<file path="src/rtl/audio_fifo_pair.sv">
module audio_fifo_pair #(
  parameter int DEPTH = 32,
  parameter int SW    = 16,
  parameter int AW    = 3
) (
  input  logic          clk,
  input  logic          rst_n,
  input  logic          bus_wr,
  input  logic          bus_rd,
  input  logic [AW-1:0] bus_addr,
  input  logic [31:0]   bus_wdata,
  output logic [31:0]   bus_rdata,
  input  logic          tx_pop,
  output logic [SW-1:0] tx_word,
  input  logic          rx_push,
  input  logic [SW-1:0] rx_word,
  output logic          tx_req,
  output logic          rx_req,
  output logic          err_irq
);
  localparam int PW = $clog2(DEPTH);
  localparam int CW = $clog2(DEPTH + 1);
  localparam int TW = 5;
  localparam logic [AW-1:0] A_CTRL = AW'(0), A_FSTAT = AW'(1), A_THR = AW'(2),
                            A_ISTAT = AW'(3), A_TXD = AW'(4), A_RXD = AW'(5);
  localparam logic [CW-1:0] FULL = CW'(DEPTH);
  localparam logic [PW-1:0] LAST = PW'(DEPTH - 1);

  logic c_txrst, c_rxrst, c_tie, c_rie, c_srst;
  logic [3:0] c_en;
  logic [TW-1:0] thr_tx, thr_rx;
  logic tde, rdf;
  logic [3:0] err;

  logic [SW-1:0] tmem [DEPTH];
  logic [SW-1:0] rmem [DEPTH];
  logic [PW-1:0] twp, trp, rwp, rrp;
  logic [CW-1:0] tcnt, rcnt;

  function automatic logic [PW-1:0] nxt(input logic [PW-1:0] p);
    return (p == LAST) ? '0 : p + PW'(1);
  endfunction

  logic wr_ctrl, wr_fstat, wr_thr, wr_istat;
  assign wr_ctrl  = bus_wr && bus_addr == A_CTRL;
  assign wr_fstat = bus_wr && bus_addr == A_FSTAT;
  assign wr_thr   = bus_wr && bus_addr == A_THR;
  assign wr_istat = bus_wr && bus_addr == A_ISTAT;

  logic tx_hold, rx_hold, any_err, t_empty, t_full, r_empty, r_full;
  assign tx_hold = c_txrst || c_srst;
  assign rx_hold = c_rxrst || c_srst;
  assign any_err = |err;
  assign t_empty = tcnt == '0;
  assign t_full  = tcnt == FULL;
  assign r_empty = rcnt == '0;
  assign r_full  = rcnt == FULL;

  logic bus_txw, eng_pop, t_push, t_pop, t_ovf, t_unf;
  assign bus_txw = bus_wr && bus_addr == A_TXD && !tx_hold;
  assign eng_pop = tx_pop && !tx_hold && !any_err;
  assign t_push  = bus_txw && !t_full;
  assign t_ovf   = bus_txw && t_full;
  assign t_pop   = eng_pop && !t_empty;
  assign t_unf   = eng_pop && t_empty;

  logic bus_rxr, eng_push, r_push, r_pop, r_ovf, r_unf;
  assign bus_rxr  = bus_rd && bus_addr == A_RXD && !rx_hold;
  assign eng_push = rx_push && !rx_hold && !any_err;
  assign r_push   = eng_push && !r_full;
  assign r_ovf    = eng_push && r_full;
  assign r_pop    = bus_rxr && !r_empty;
  assign r_unf    = bus_rxr && r_empty;

  logic [CW:0] t_free;
  logic tde_cond, rdf_cond;
  assign t_free   = {1'b0, FULL} - {1'b0, tcnt};
  assign tde_cond = t_free >= ((CW+1)'(thr_tx) + (CW+1)'(1));
  assign rdf_cond = rcnt > CW'(thr_rx);

  always_ff @(posedge clk or negedge rst_n) begin
    if (!rst_n) begin
      c_rxrst <= 1'b0; c_txrst <= 1'b0; c_rie <= 1'b0; c_tie <= 1'b0;
      c_en <= '0; c_srst <= 1'b0; thr_rx <= '0; thr_tx <= '0;
    end else begin
      if (wr_ctrl) begin
        c_rxrst <= bus_wdata[0];
        c_txrst <= bus_wdata[1];
        c_rie   <= bus_wdata[2];
        c_tie   <= bus_wdata[3];
        c_en    <= bus_wdata[7:4];
        c_srst  <= bus_wdata[16];
      end
      if (wr_thr) begin
        thr_rx <= bus_wdata[4:0];
        thr_tx <= bus_wdata[12:8];
      end
    end
  end

  always_ff @(posedge clk or negedge rst_n) begin
    if (!rst_n) begin
      twp <= '0; trp <= '0; tcnt <= '0;
    end else if (tx_hold) begin
      twp <= '0; trp <= '0; tcnt <= '0;
    end else begin
      if (t_push) twp <= nxt(twp);
      if (t_pop)  trp <= nxt(trp);
      tcnt <= tcnt + CW'(t_push) - CW'(t_pop);
    end
  end

  always_ff @(posedge clk) if (t_push) tmem[twp] <= bus_wdata[SW-1:0];

  always_ff @(posedge clk or negedge rst_n) begin
    if (!rst_n) begin
      rwp <= '0; rrp <= '0; rcnt <= '0;
    end else if (rx_hold) begin
      rwp <= '0; rrp <= '0; rcnt <= '0;
    end else begin
      if (r_push) rwp <= nxt(rwp);
      if (r_pop)  rrp <= nxt(rrp);
      rcnt <= rcnt + CW'(r_push) - CW'(r_pop);
    end
  end

  always_ff @(posedge clk) if (r_push) rmem[rwp] <= rx_word;

  always_ff @(posedge clk or negedge rst_n) begin
    if (!rst_n) begin
      tde <= 1'b0; rdf <= 1'b0; err <= '0;
    end else if (c_srst) begin
      tde <= 1'b0; rdf <= 1'b0; err <= '0;
    end else begin
      if (wr_fstat && !bus_wdata[16]) tde <= 1'b0;
      else if (tde_cond)              tde <= 1'b1;
      if (wr_fstat && !bus_wdata[0])  rdf <= 1'b0;
      else if (rdf_cond)              rdf <= 1'b1;
      err[3] <= (err[3] && !(wr_istat && !bus_wdata[29])) || t_unf;
      err[2] <= (err[2] && !(wr_istat && !bus_wdata[28])) || t_ovf;
      err[1] <= (err[1] && !(wr_istat && !bus_wdata[27])) || r_unf;
      err[0] <= (err[0] && !(wr_istat && !bus_wdata[26])) || r_ovf;
    end
  end

  logic idle;
  assign idle = t_empty && r_empty;

  always_comb begin
    case (bus_addr)
      A_CTRL:  bus_rdata = {15'b0, c_srst, 8'b0, c_en, c_tie, c_rie, c_txrst, c_rxrst};
      A_FSTAT: bus_rdata = {2'b0, 6'(tcnt), 7'b0, tde, 2'b0, 6'(rcnt), 7'b0, rdf};
      A_THR:   bus_rdata = {19'b0, thr_tx, 3'b0, thr_rx};
      A_ISTAT: bus_rdata = {2'b0, err, idle, 25'b0};
      A_RXD:   bus_rdata = (r_empty || rx_hold) ? 32'b0 : {(32-SW)'(0), rmem[rrp]};
      default: bus_rdata = 32'b0;
    endcase
  end

  assign tx_word = (t_empty || tx_hold) ? '0 : tmem[trp];
  assign tx_req  = tde && c_tie;
  assign rx_req  = rdf && c_rie;
  assign err_irq = |(err & c_en);

  logic unused_wdata;
  assign unused_wdata = ^bus_wdata;
endmodule

</file>
<file path="config.mk">
export PLATFORM = sky130hd
export DESIGN_NAME = audio_fifo_pair
export DESIGN_NICKNAME = d
export VERILOG_FILES = /design/src/rtl/audio_fifo_pair.sv
export SDC_FILE = /design/constraint.sdc
export NUM_CORES = 1
export LEC_CHECK = 0
export ABC_AREA = 1
export BUFFER_PORTS_ARGS = -buffer_cell sky130_fd_sc_hd__buf_4
export CAP_MARGIN = 20
export CORE_MARGIN = 4
export CORE_UTILIZATION = 30
export CTS_CLUSTER_DIAMETER = 30
export DETAILED_ROUTE_END_ITERATION = 8
export HOLD_SLACK_MARGIN = 0.06
export RECOVER_POWER = 25
export SYNTH_ARGS = -nofsm -noshare
export SYNTH_HDL_FRONTEND = slang
export SYNTH_SLANG_ARGS = --single-unit
</file>
<file path="constraint.sdc">
create_clock -name clk -period 5.25 [get_ports clk]
set_clock_uncertainty 0.2 [all_clocks]
set_input_delay 0 -clock clk [delete_from_list [all_inputs] [get_ports clk]]
set_output_delay 0 -clock clk [all_outputs]
set_load 0.01 [all_outputs]
</file>
==> flow_summary.rst <==
.. list-table::
   :header-rows: 1

   * - Metric
     - Value
   * - Post-synthesis register bit count
     - about 1100
   * - CP Data Arrival Time
     - between 3 and 4 ns
   * - Final Hold Violating Endpoints
     - 0
   * - Number of buffers inserted by port buffering
     - 87
   * - Detailed Route WL
     - roughly 130 mm
   * - Via count
     - roughly 31000
   * - Failing checks
     - capacitance limit, slew limit
   * - Cell leakage power
     - ~20 nW
   * - Multi-input gate area in the final layout
     - approximately 11000 sq um
   * - Final setup fails
     - 0
   * - Critical Path Max Stage Delay
     - 0.70 ns
   * - Global router's overall resource usage
     - 0.155
   * - Final core occ
     - 0.378
   * - Count of routing violations after the opening detailed-route iteration
     - a little over 3000
   * - Drt drc
     - 0
   * - Top cell type's share of synthesized area
     - 0.678
   * - Leading cell types by count after synthesis
     - edfxtp_1, nand2_1, nor2_1
   * - Post-synthesis cell area
     - 45400 sq um
   * - Stages on worst setup path
     - 11
   * - Fin. max-slew vios
     - roughly 370
   * - Via-per-instance ratio
     - around 4.8
   * - Die outline width
     - 397 um
   * - Dpl hpwl
     - between 60 and 70 mm
   * - Global-route wire length before repair
     - ~190 mm
   * - Library cells used by synthesis
     - between 40 and 50
   * - Crit path buffers/inverters
     - 3
   * - Vias in the first global route
     - roughly 30000
   * - Core Area
     - around 150000 sq um
   * - Clk_lat worst skew
     - roughly 0.80 ns
   * - Kind of start point of the critical path
     - register
   * - PwrDens
     - approximately 470 nW/um^2
   * - Type of destination of the critical path
     - primary output
   * - Normalized max-slew margin
     - -0.302
   * - Crit-path slowest cell
     - dfrtp_4
   * - Time the final worst path needs with I/O delays and setup
     - ~4.2 ns
   * - Status
     - finished with violations
   * - Endpoint required time on the critical path
     - between 5 and 6 ns
   * - Largest delay contributor family on the critical path
     - buffers and inverters
   * - Layout cells sized above 1
     - 0.123
   * - Routability Congestion
     - around 0.85
   * - Worst reg-to-reg setup slack
     - 1.28 ns
   * - Number of synthesized flops with an enable pin
     - just over 1000
   * - Most numerous cell in the Yosys netlist
     - edfxtp_1
   * - Antenna violation net count after detailed routing
     - 0
   * - RSZ-0062 raised after global routing
     - no
   * - Drt first pass iters
     - 7
   * - Worst Path Max Fanout
     - 133
   * - Effective utilization at floorplan
     - 0.302
   * - Overall overflow remaining after global route
     - 0
   * - Register area
     - about 32000 sq um
   * - CTS H-tree lvls
     - 4
   * - Signed area change from the synthesized netlist to the final layout
     - 24.9%
   * - Clock slew at the register clock pins of the worst setup and hold paths
     - about 0.050 ns
   * - Share of the yosys chip area belonging to registers
     - 0.709
   * - Worst setup path category
     - register to primary output
   * - Number of nets in the finished design
     - approximately 4300
   * - Buffer depth of the longest clock path
     - 3
   * - Number of antenna violations at the first check in global routing
     - 7
   * - Setup TNS
     - 0 ns
   * - Worst-case reg-to-reg path depth
     - 14
   * - Cell Chain, Critical Path
     - inv_8, buf_4, nor2_1, nor2_1, o21ai_0, nand3_1, nand3_1, nand3_1, nand2_1, nor2_1, buf_4
   * - Number of max-cap violations
     - 11
   * - Ports
     - ~110
   * - Most used DFF post-synth
     - edfxtp_1
   * - Avg Cell Area, Syn
     - about 12 sq um
   * - Cell count after synthesis
     - 3945
   * - Least-Margin Pin Slew
     - between 1.5 and 2 ns
   * - Die outline height
     - a little under 400 um
   * - Post-synth top area cell
     - edfxtp_1
   * - Library cell used as clock root buffer
     - clkbuf_16
   * - Area enclosed by the die boundary
     - approximately 160000 sq um
   * - Std cell rows
     - between 100 and 150
   * - Clock tree from TritonCTS
     - done
   * - Worst Hold Class
     - primary input to register
   * - Number of buffers created by CTS
     - 206
   * - Proportion of synthesized flip-flops having asynchronous set or reset
     - 0.0527
   * - Final Cycle Share
     - 0.793
   * - Clock sinks
     - approximately 1100
   * - Count of synthesis-stage warnings from yosys
     - 0
   * - Pin count of the biggest net entering global routing
     - 205
   * - Most area-consuming cells after synthesis
     - edfxtp_1, nand2_1, nand3_1, nor2_1, dfrtp_1
   * - Cell depth of the worst hold path
     - 7
   * - Peak clock frequency supported by timing
     - between 200 and 250 MHz
   * - Max IR drop VDD
     - 0.469 mV
   * - Number of filler cells placed in the layout
     - about 14000
   * - Post-CTS Repair Setup Buffers
     - 0
   * - Wirelength per Cell
     - slightly below 20 um
-- worst paths after layout --
check                               startpoint                  end
max                         trp[0]$_DFFE_PN0P_          tx_word[11]
min in group asynchronous                rst_n   rwp[4]$_DFFE_PN0P_
min reg2reg                c_en[0]$_DFFE_PN0P_  c_en[0]$_DFFE_PN0P_
max in group asynchronous                rst_n    tcnt[3]$_DFF_PN0_
min                                     tx_pop   trp[4]$_DFFE_PN0P_
max reg2reg                  tcnt[1]$_DFF_PN0_    tcnt[4]$_DFF_PN0_
-- worst reg2reg max path: stages, from the launching register on --
cell and delay, ns:
dfrtp_1 0.37, inv_1 0.20, ha_1 0.29, nand3_1 0.18, nand2_1 0.11, clkinv_1 0.44
nand2_1 0.31, inv_1 0.13, ha_1 0.30, inv_1 0.04, ha_1 0.23, fa_1 0.46
a211oi_1 0.34, o21ai_0 0.12, a21oi_1 0.13
-- what timing repair did --
action | 4_1_cts | 5_1_grt
hold buffers | 123 | 0
endpoints found under the hold margin | 1135 | 0
resized for setup | 0 | 0
setup endpoints to repair | 0 | 0
-- metrics by stage --
stage	hold slack (ns)	area (sq um)	total power, mW	std cells	setup slack (ns)
floorplan	-0.496	45400	12.5	3953	2.31
global placement	-0.0482	48200	13.7	5916	1.49
detailed placement	-0.0384	48200	13.8	5918	1.40
CTS	0.112	56800	27.1	6430	1.05
global route	0.216	56700	28.0	6440	0.800
finish	0.235	56700	26.9	6443	1.09
-- layout make-up --
type | count | area share
clock buffers | 231 | 0.0933
inverters | 192 | 0.0131
well taps | 2016 | 0.0445
repair buffers | 313 | 0.0486
clock inverters | 158 | 0.0326
multi-input cells | 2449 | 0.200
diodes | 3 | 0.000132
flip-flops and latches | 1081 | 0.568
-- kinds of logic (layout without fill, tap and decap cells) --
| kind of cell | count (synthesis) | in the layout | synth area share |
|---|---|---|---|
| multiplexers | 4 | 4 | 0.000992 |
| XOR/XNOR | 13 | 13 | 0.00251 |
| AND/OR/NAND/NOR | 1920 | 1920 | 0.175 |
| buffers and inverters | 423 | 894 | 0.0426 |
| other | 1 | 12 | 0.0000826 |
| AO/OA/AOI/OAI | 454 | 454 | 0.0557 |
| flip-flops | 1081 | 1081 | 0.709 |
| adder cells (fa/ha/maj) | 49 | 49 | 0.0138 |
-- sequential cells by signal, indices dropped and copies added, names as in the netlist, 6 cells and up --
| signal | flops |
|---|---|
| rcnt | 6 |
| tmem | 512 |
| tcnt | 6 |
| rmem | 512 |
-- power breakdown --
group / switching (mW) / total [mW] / internal [mW]
Combinational: 2.74 / 4.00 / 1.26
Clock: 4.68 / 13.1 / 8.43
Sequential: 0.177 / 9.80 / 9.63
-- cells in the final DEF, fill, tap and decap left out, types with 49 or more instances in the layout --
cell type / Yosys / layout
o211ai_1: 85 / 85
dlygate4sd3_1: 0 / 102
edfxtp_1: 1024 / 1024
buf_4: 21 / 145
nand3_1: 528 / 528
nor2_1: 617 / 611
a21oi_1: 77 / 77
o21ai_1: 49 / 49
o21ai_0: 221 / 221
inv_1: 181 / 179
nand2_1: 755 / 755
dfrtp_1: 57 / 52
clkbuf_16: 0 / 208
clkbuf_1: 67 / 58
-- layer usage --
metal  wire, um  GRT usage
met5         13          0
met4       3370     0.0529
met3      11300     0.0412
met1      52800      0.209
met2      57600      0.243
Note: power is estimated with default switching activity, not from simulation.
